--- src/rtl/ea_pkg.sv ---
package ea_pkg;

    typedef enum logic [1:0] {
        SZ_BYTE = 2'd0,
        SZ_WORD = 2'd1,
        SZ_LONG = 2'd2,
        SZ_RSVD = 2'd3
    } size_e;

    typedef enum logic [3:0] {
        K_DREG, K_AREG, K_IND, K_POST, K_PRE, K_DISP, K_IDX,
        K_ABSW, K_ABSL, K_PCD, K_PCX, K_IMM, K_BAD
    } ea_kind_e;

    // Index extension word; field positions are decoded by ea_index.
    typedef struct packed {
        logic       idx_is_addr;
        logic [2:0] idx_num;
        logic       idx_long;
        logic [2:0] spare;
        logic [7:0] disp;
    } brief_t;

    function automatic ea_kind_e decode_kind(input logic [2:0] mode, input logic [2:0] rnum);
        ea_kind_e k;
        case (mode)
            3'd0: k = K_DREG;
            3'd1: k = K_AREG;
            3'd2: k = K_IND;
            3'd3: k = K_POST;
            3'd4: k = K_PRE;
            3'd5: k = K_DISP;
            3'd6: k = K_IDX;
            default: begin
                case (rnum)
                    3'd0:    k = K_ABSW;
                    3'd1:    k = K_ABSL;
                    3'd2:    k = K_PCD;
                    3'd3:    k = K_PCX;
                    3'd4:    k = K_IMM;
                    default: k = K_BAD;
                endcase
            end
        endcase
        return k;
    endfunction

    function automatic logic in_memory(input ea_kind_e k);
        return !(k == K_DREG || k == K_AREG || k == K_IMM || k == K_BAD);
    endfunction

endpackage

--- src/rtl/ea_step.sv ---
module ea_step
    import ea_pkg::*;
#(
    parameter int AW = 32
) (
    input  size_e         size_i,
    input  logic          stack_i,
    output logic [AW-1:0] step_o
);
    always_comb begin
        case (size_i)
            SZ_BYTE: step_o = stack_i ? AW'(2) : AW'(1);
            SZ_WORD: step_o = AW'(2);
            default: step_o = AW'(4);
        endcase
    end
endmodule

--- src/rtl/ea_index.sv ---
module ea_index
    import ea_pkg::*;
#(
    parameter int AW   = 32,
    parameter int NREG = 8
) (
    input  brief_t             brief_i,
    input  logic [NREG*AW-1:0] areg_i,
    input  logic [NREG*AW-1:0] dreg_i,
    output logic [AW-1:0]      idx_o
);
    logic [AW-1:0] a_arr [NREG];
    logic [AW-1:0] d_arr [NREG];
    logic [AW-1:0] raw;

    for (genvar g = 0; g < NREG; g++) begin : g_unpack
        assign a_arr[g] = areg_i[g*AW +: AW];
        assign d_arr[g] = dreg_i[g*AW +: AW];
    end

    always_comb begin
        raw   = brief_i.idx_is_addr ? a_arr[brief_i.idx_num] : d_arr[brief_i.idx_num];
        idx_o = brief_i.idx_long ? raw : {{(AW-16){raw[15]}}, raw[15:0]};
    end
endmodule

--- src/rtl/ea_calc.sv ---
module ea_calc
    import ea_pkg::*;
#(
    parameter int AW   = 32,
    parameter int NREG = 8
) (
    input  ea_kind_e           kind_i,
    input  logic [2:0]         rnum_i,
    input  size_e              size_i,
    input  logic [AW-1:0]      ext_i,
    input  logic [AW-1:0]      pc_i,
    input  logic [NREG*AW-1:0] areg_i,
    input  logic [NREG*AW-1:0] dreg_i,
    output logic [AW-1:0]      addr_o,
    output logic               wb_o,
    output logic [AW-1:0]      wb_data_o
);
    logic [AW-1:0] a_arr [NREG];
    logic [AW-1:0] base, step, idx, sx16, sx8;

    for (genvar g = 0; g < NREG; g++) begin : g_unpack
        assign a_arr[g] = areg_i[g*AW +: AW];
    end

    assign base = a_arr[rnum_i];
    assign sx16 = {{(AW-16){ext_i[15]}}, ext_i[15:0]};
    assign sx8  = {{(AW-8){ext_i[7]}}, ext_i[7:0]};

    ea_step #(.AW(AW)) u_step (
        .size_i (size_i),
        .stack_i(rnum_i == 3'(NREG-1)),
        .step_o (step)
    );

    ea_index #(.AW(AW), .NREG(NREG)) u_index (
        .brief_i(brief_t'(ext_i[15:0])),
        .areg_i (areg_i),
        .dreg_i (dreg_i),
        .idx_o  (idx)
    );

    always_comb begin
        addr_o    = '0;
        wb_o      = 1'b0;
        wb_data_o = base;
        case (kind_i)
            K_IND:  addr_o = base;
            K_POST: begin
                addr_o    = base;
                wb_o      = 1'b1;
                wb_data_o = base + step;
            end
            K_PRE: begin
                addr_o    = base - step;
                wb_o      = 1'b1;
                wb_data_o = base - step;
            end
            K_DISP: addr_o = base + sx16;
            K_IDX:  addr_o = base + sx8 + idx;
            K_ABSW: addr_o = sx16;
            K_ABSL: addr_o = ext_i;
            K_PCD:  addr_o = pc_i + sx16;
            K_PCX:  addr_o = pc_i + sx8 + idx;
            default: ;
        endcase
    end
endmodule

--- src/rtl/ea_gen.sv ---
module ea_gen
    import ea_pkg::*;
#(
    parameter int AW        = 32,
    parameter int NREG      = 8,
    parameter int CW        = 8,
    parameter int COST_IND  = 4,
    parameter int COST_POST = 4,
    parameter int COST_PRE  = 6,
    parameter int COST_DISP = 8,
    parameter int COST_IDX  = 10,
    parameter int COST_ABSW = 8,
    parameter int COST_ABSL = 12,
    parameter int COST_PCD  = 8,
    parameter int COST_PCX  = 10
) (
    input  logic               clk,
    input  logic               rst,
    input  logic               clr_i,
    input  logic               req_i,
    input  logic [2:0]         mode_i,
    input  logic [2:0]         reg_i,
    input  logic [1:0]         size_i,
    input  logic [AW-1:0]      ext_i,
    input  logic [AW-1:0]      pc_i,
    input  logic [NREG*AW-1:0] areg_i,
    input  logic [NREG*AW-1:0] dreg_i,
    output logic               valid_o,
    output logic               not_mem_o,
    output logic [AW-1:0]      addr_o,
    output logic [CW-1:0]      cost_o,
    output logic               wb_en_o,
    output logic [2:0]         wb_idx_o,
    output logic [AW-1:0]      wb_data_o
);
    ea_kind_e      kind;
    logic          mem, hit, fresh, calc_wb;
    logic [AW-1:0] calc_addr;
    logic [CW-1:0] mode_cost;

    logic          held_q;
    logic [AW-1:0] held_addr_q;

    assign kind = decode_kind(mode_i, reg_i);
    assign mem  = in_memory(kind);
    assign hit  = held_q && !clr_i;
    assign fresh = req_i && !hit;

    ea_calc #(.AW(AW), .NREG(NREG)) u_calc (
        .kind_i   (kind),
        .rnum_i   (reg_i),
        .size_i   (size_e'(size_i)),
        .ext_i    (ext_i),
        .pc_i     (pc_i),
        .areg_i   (areg_i),
        .dreg_i   (dreg_i),
        .addr_o   (calc_addr),
        .wb_o     (calc_wb),
        .wb_data_o(wb_data_o)
    );

    always_comb begin
        case (kind)
            K_IND:   mode_cost = CW'(COST_IND);
            K_POST:  mode_cost = CW'(COST_POST);
            K_PRE:   mode_cost = CW'(COST_PRE);
            K_DISP:  mode_cost = CW'(COST_DISP);
            K_IDX:   mode_cost = CW'(COST_IDX);
            K_ABSW:  mode_cost = CW'(COST_ABSW);
            K_ABSL:  mode_cost = CW'(COST_ABSL);
            K_PCD:   mode_cost = CW'(COST_PCD);
            K_PCX:   mode_cost = CW'(COST_PCX);
            default: mode_cost = '0;
        endcase
    end

    assign valid_o   = req_i && (hit || mem);
    assign not_mem_o = fresh && !mem;
    assign addr_o    = hit ? held_addr_q : (mem ? calc_addr : '0);
    assign cost_o    = fresh ? mode_cost : '0;
    assign wb_en_o   = fresh && calc_wb;
    assign wb_idx_o  = reg_i;

    always_ff @(posedge clk) begin
        if (rst) begin
            held_q      <= 1'b0;
            held_addr_q <= '0;
        end else if (fresh && mem) begin
            held_q      <= 1'b1;
            held_addr_q <= calc_addr;
        end else if (clr_i) begin
            held_q      <= 1'b0;
        end
    end
endmodule

--- config.mk ---
export PLATFORM = sky130hd
export DESIGN_NAME = ea_gen
export DESIGN_NICKNAME = d
export VERILOG_FILES = /design/src/rtl/ea_pkg.sv /design/src/rtl/ea_step.sv /design/src/rtl/ea_index.sv /design/src/rtl/ea_calc.sv /design/src/rtl/ea_gen.sv
export SDC_FILE = /design/constraint.sdc
export NUM_CORES = 1
export LEC_CHECK = 0
export ABC_AREA = 1
export BUFFER_PORTS_ARGS = -buffer_cell sky130_fd_sc_hd__buf_2
export CAP_MARGIN = 30
export CORE_AREA = 2 2 261 263
export DETAILED_ROUTE_END_ITERATION = 6
export DIE_AREA = 0 0 263 265
export PLACE_DENSITY_LB_ADDON = 0.3
export SLEW_MARGIN = 15
export SYNTH_ARGS = -nofsm -noshare
export SYNTH_HDL_FRONTEND = slang
export SYNTH_SLANG_ARGS = --single-unit
--- constraint.sdc ---
create_clock -name clk -period 5.9 [get_ports clk]
set_input_delay 0.59 -clock clk [delete_from_list [all_inputs] [get_ports clk]]
set_output_delay 0.59 -clock clk [all_outputs]
set_load 0.05 [all_outputs]
==> results by group, run 1 <==
Routing
  – Routed Antenna Nets: 0
  – Pre-antenna DRT Iters: 6
  – DRC viols: 0
  – Vias per cell: roughly 5.6
  – Initial DRC Count: around 3700
  – Wire length per cell: approximately 25 microns
  – Via count: 29480
  – Drt total wl: 132.3 mm

Timing
  – Worst Skew: 0.003831 ns
  – Setup TNS: 0 ns
  – Setup violations, final: 0
  – Fmax: roughly 170 MHz
  – Final min period: 5.724 ns
  – Final Cycle Share: 0.9702
  – Pins Over Slew Limit: 0
  – Slew margin rel.: 0.3796
  – Final hold vios: 0
  – Slew @ Worst Pin: ~0.93 ns
  – RSZ-0062 raised after global routing: yes

CTS
  – # Post-CTS Setup Buffers: 0
  – CTS resizes: 0
  – Clock transition at path regs: 0.05 ns
  – Post-cts hold buffer count: 0
  – Max H-tree Level: 2
  – Worst skew pair latency: 0.28 ns
  – Num CTS Buffers: 5
  – CTS Root Cell: clkbuf_16
  – TritonCTS clock tree: done
  – Clock Sinks: 33
  – Worst-case clock buffer depth: 2

Power
  – Leakage: 13.18 nW
  – PD cells: 201.2 nW/um^2
  – Maximum vdd drop: approximately 0.00014 V
  – Power, Total: 0.005270 W

Cells and area
  – Fill cells: 7641
  – Layout Utilization: 0.3922
  – Layout area overhead: 32.41%
  – Layout net count: 5161
  – FF/Latch Area: 660.6 sq um
  – Share of layout cells above drive strength 1: 0.2355
  – Commonest non-fill, non-tap cell in the layout: nand2_1
  – Cell Count, Final, Fillers Out: roughly 5300
  – Footprint of the multi-input gates: 16910 sq um
  – Most frequent cells in the layout: nand2_1 (942), buf_2 (610), nor2_1 (463)

Run status
  – Status: finished, final reports clean

Worst setup path
  – FF-to-FF Start: held_q
  – Worst Setup SP: reg_i[1]
  – WS Path Type: primary input to output port
  – CP peak stage delay: 0.47 ns
  – CP Max Fanout: 16
  – Buf/Inv on CP: 6
  – CP max-delay cell: fa_1
  – CP delay by family, top: simple AND/OR/NAND/NOR gates
  – CP required: 5.31 ns
  – Critical Path Start Type: primary input
  – Most frequent CP cell: nand2_1
  – Arr. time, crit path: 5.13 ns
  – CP Capture Type: output port

Floorplanning
  – # rows: 95
  – Die H: 265 microns
  – Die Wd: 263 microns
  – Starting Density: 0.2962
  – Core area: 66800 sq um
  – I/O Pins: 666
  – Die area: 69700 sq um

Placed design
  – Dpl hpwl: 112.6 mm
  – Port bufs: 660
  – Cell total after placement: 5267
  – Placer Congestion: about 1.1

Job
  – Max_cap viols: 0

Yosys
  – Netlist cell types: 57
  – Post-synth EDFFs: 0
  – #FFs+latches synth: 33
  – Ys Warns: 0
  – Mapped Cells: 3712
  – Post-Syn Area: about 20000 sq um
  – Top_reg_cell synth: dfxtp_1
  – Synthesized area per cell: 5.330 sq um
  – FFs w/ async S/R, synth: 0
  – Post-synthesis sequential area ratio: 0.03339

GRT
  – Total global routing overflow: 0
  – Vias in the first global route: around 28000
  – Initial antenna violation count: just over 40
  – Largest net degree at the start of global routing: 106
  – GRT Total Usage: 0.3613
  – First-pass GRT wire length: 187.6 mm

Hold path
  – Hold_sp: held_addr_q[28]
  – Tightest Hold Check Type: flip-flop to flip-flop
sequential cells by signal, summed over array words and instances, names as in the netlist:
signal       flops
held_addr_q     32
held_q           1
layout make-up:
class                      count  share of cell area
inverter                     372             0.05397
sequential                    33             0.02522
clock inverter                 3           0.0006686
clock buffer                   5            0.004776
tap                          873             0.04169
multi-input combinational   3110              0.6454
timing repair buffer         880              0.2257
antenna                       28            0.002674
cell usage after synthesis, types with 23 or more instances:
cell type | number | area (sq um)
ha_1 | 104 | 1301
nand2_2 | 26 | 162.7
dfxtp_1 | 33 | 660.6
buf_2 | 27 | 135.1
inv_1 | 352 | 1321
o21bai_1 | 23 | 172.7
nand3_1 | 308 | 1541
clkbuf_1 | 121 | 454.2
o221ai_1 | 62 | 543.0
o22ai_1 | 30 | 187.7
nor3_1 | 34 | 170.2
buf_4 | 23 | 172.7
nand2_1 | 952 | 3573
a21o_1 | 27 | 202.7
nand4_1 | 39 | 244.0
nor2_1 | 466 | 1749
a21oi_1 | 248 | 1241
o21ai_1 | 32 | 160.2
o21ai_0 | 442 | 2212
fa_1 | 67 | 1341
o211ai_1 | 71 | 533.0
report_power, final:
| part | switching, W | internal [W] |
|---|---|---|
| registers | 0.00000650 | 0.000246 |
| logic | 0.00306 | 0.00171 |
| clock network | 0.0000984 | 0.000155 |
through the flow:
stage	setup WS (ns)	hold slack, ns	instance area, sq um
after floorplan	0.2643	0.4924	19800
after global placement	-0.03749	0.5084	25820
after detailed placement	0.07907	0.5180	25820
after CTS	0.03953	0.5317	25960
after global routing	-0.0002824	0.5655	26190
final	0.1759	0.5329	26200
final timing paths:
check,to,slack (ns),depth (start not counted)
setup / recovery,addr_o[21],0.18,27
hold / removal,held_addr_q[28],0.53,2
setup reg to reg,held_addr_q[2],3.29,9
hold reg to reg,held_addr_q[28],0.53,2
per-layer routing:
layer  up-vias  track usage  routed length, microns  part of all wire
li1      13900            -                       -                 -
met1     13480       0.4585                   53850              0.41
met2      1774       0.5992                   59680              0.45
met3       320      0.05360                   11020             0.083
met4         8       0.1745                    7668             0.058
met5         -            0                      49           0.00037
tightest hold or removal path, stage by stage, from the launching register on:
cell	delay [ns]
dfxtp_1	0.32
o21ai_0	0.09
nor2_1	0.10
kinds of logic after synthesis:
family                   count (synthesis)  synth area share
AO/OA/AOI/OAI                         1001            0.2914
XOR/XNOR                                23           0.01018
adder cells (fa/ha/maj)                171            0.1336
buffers and inverters                  573            0.1193
flip-flops                              33           0.03339
other                                    1         0.0001895
AND/OR/NAND/NOR                       1910            0.4120
Power figures use the tool's default switching activity.
==> run 2: changes to the inputs <==
- CTS_BUF_LIST: unset -> sky130_fd_sc_hd__clkbuf_8
- SKIP_CTS_REPAIR_TIMING: unset -> 1
==> results by group, run 2 (synthesis results as in run 1) <==
Placed design
  – Cell total after placement: 5267 (unchanged)
  – Dpl hpwl: 112.6 mm (unchanged)
  – Port bufs: 660 (unchanged)
  – Placement Setup Slack: 0.07907 ns (unchanged)
  – Dpl cell area: 25820 sq um (unchanged)
  – Placer Congestion: 1.052 (unchanged)

Worst setup path
  – WS Path Type: primary input to output port
  – Worst Setup SP: ext_i[12]
  – CP Max Fanout: 21 (+5)
  – FF-to-FF Start: held_q
  – Arr. time, crit path: 5.16 ns (+0.03 ns)
  – Most frequent CP cell: nand2_1
  – CP required: 5.31 ns (about the same)
  – CP Capture Type: output port
  – CP max-delay cell: fa_1
  – CP peak stage delay: 0.44 ns (-0.03 ns)
  – Critical Path Start Type: primary input

Floorplanning
  – Starting Density: 0.2962 (unchanged)
  – Die Wd: 263 microns (unchanged)
  – Die H: 265 microns (unchanged)
  – Die area: 69700 sq um (unchanged)
  – I/O Pins: 666 (unchanged)
  – Core area: 66800 sq um (unchanged)
  – # rows: 95 (unchanged)

Cells and area
  – Share of layout cells above drive strength 1: 0.2355 (unchanged)
  – Layout area overhead: 32.14%
  – Top flop regs: held_addr_q x32, held_q x1
  – Most flops, register: held_addr_q
  – Layout net count: 5161 (unchanged)
  – Cell Count, Final, Fillers Out: 5305 (+0.019%)
  – Commonest non-fill, non-tap cell in the layout: nand2_1
  – Max reg flops: 32 (unchanged)
  – Most frequent cells in the layout: nand2_1 (942), buf_2 (610), nor2_1 (463)
  – Fin area: 26150 sq um (-0.21%)

Timing
  – Setup violations, final: 0 (unchanged)
  – Slew margin rel.: 0.3610 (-0.01857)
  – Final worst-path setup slack: 0.1503 ns (-0.02564 ns)
  – Slew @ Worst Pin: 0.9574 ns (+0.02782 ns)
  – Final Hold Slack: 0.5367 ns (+0.003766 ns)
  – Pins Over Slew Limit: 0 (unchanged)
  – Final min period: 5.750 ns (+0.02564 ns)
  – Final Cycle Share: 0.9745 (+0.004345)
  – Final hold vios: 0 (unchanged)
  – Fmax: 173.9 MHz (-0.45%)
  – Worst Skew: 0.003579 ns (-0.0002517 ns)
  – RSZ-0062 raised after global routing: no

CTS
  – Worst skew pair latency: 0.29 ns (about the same)
  – Clock transition at path regs: 0.07 ns (+0.02 ns)
  – Clock Sinks: 33 (unchanged)
  – Max H-tree Level: 2 (unchanged)
  – Worst-case clock buffer depth: 2 (unchanged)
  – CTS Root Cell: clkbuf_8
  – TritonCTS clock tree: done
  – Num CTS Buffers: 5 (unchanged)

GRT
  – Total global routing overflow: 0 (unchanged)
  – GRT Total Usage: 0.3614 (about the same)
  – Vias in the first global route: 27560 (-0.029%)
  – Largest net degree at the start of global routing: 106 (unchanged)
  – First-pass GRT wire length: 187.6 mm (about the same)
  – Initial antenna violation count: 41 (unchanged)

Routing
  – DRC viols: 0 (unchanged)
  – Routed Antenna Nets: 0 (unchanged)
  – Initial DRC Count: 3495 (-4.7%)
  – Via count: 29600 (+0.41%)
  – Pre-antenna DRT Iters: 6 (unchanged)
  – Wire length per cell: 24.92 microns (about the same)
  – Vias per cell: 5.579 (+0.39%)
  – Drt total wl: 132.2 mm (about the same)

Power
  – PD cells: 198.5 nW/um^2 (-1.3%)
  – Leakage: 13.15 nW (-0.19%)
  – Maximum vdd drop: 0.0001040 V (-25%)

Hold path
  – Hold_sp: held_addr_q[28]
  – Tightest Hold Check Type: flip-flop to flip-flop

Run status
  – Status: finished, final reports clean

Job
  – Max_cap viols: 0 (unchanged)
## run 2: changes by cell type in the layout (fill, tap and decap cells not counted), sizes merged
cell   delta
diode     +1
## run 2: worst max-delay path: cells and delay by family
kind                       cells  cell delay (ns)
buffers and inverters          7             1.17
adders and majority gates      2             0.77
and+or+nand+nor               13             1.71
AOI/OAI and AO/OA              5             0.90
## run 2: layout make-up
type / count / area, sq um
Antenna cell: 29 / 72.57
Clock buffer: 5 / 68.82
Clock inverter: 3 / 17.52
Fill cell: 7646 / 40660
Inverter: 372 / 1414
Multi-Input combinational cell: 3110 / 16910
Sequential cell: 33 / 660.6
Tap cell: 873 / 1092
Timing Repair Buffer: 880 / 5912
## run 2: per-stage QoR
stage / setup TNS, ns / util / power, W
4_1_cts: 0 / 0.3878 / 0.005055
3_3_place_gp: -0.03749 / 0.3865 / 0.004883
6_report: 0 / 0.3914 / 0.005191
3_5_place_dp: 0 / 0.3865 / 0.004864
2_1_floorplan: 0 / - / 0.002831
5_1_grt: 0 / 0.3913 / 0.005550
## run 2: path summary, 6_finish.rpt
check,slack [ns],endpoint,cells past startpoint
worst max-delay path,0.15,addr_o[22],27
worst min-delay path,0.54,held_addr_q[28],2
worst max register to register,3.31,held_addr_q[6],9
worst min register to register,0.54,held_addr_q[28],2
## run 2: per-layer routing
metal	share of wire	track usage	vias up
met5	0.00038	0	-
met3	0.086	0.05379	330
li1	-	-	13900
met4	0.060	0.1761	8
met1	0.41	0.4588	13520
met2	0.45	0.5984	1843
## run 2: power by group
part | switching (W) | total, W | internal, W | leakage, nW
clock network | 0.0000918 | 0.000173 | 0.0000815 | 0.0441
logic | 0.00306 | 0.00477 | 0.00171 | 12.8
registers | 0.00000661 | 0.000252 | 0.000246 | 0.273
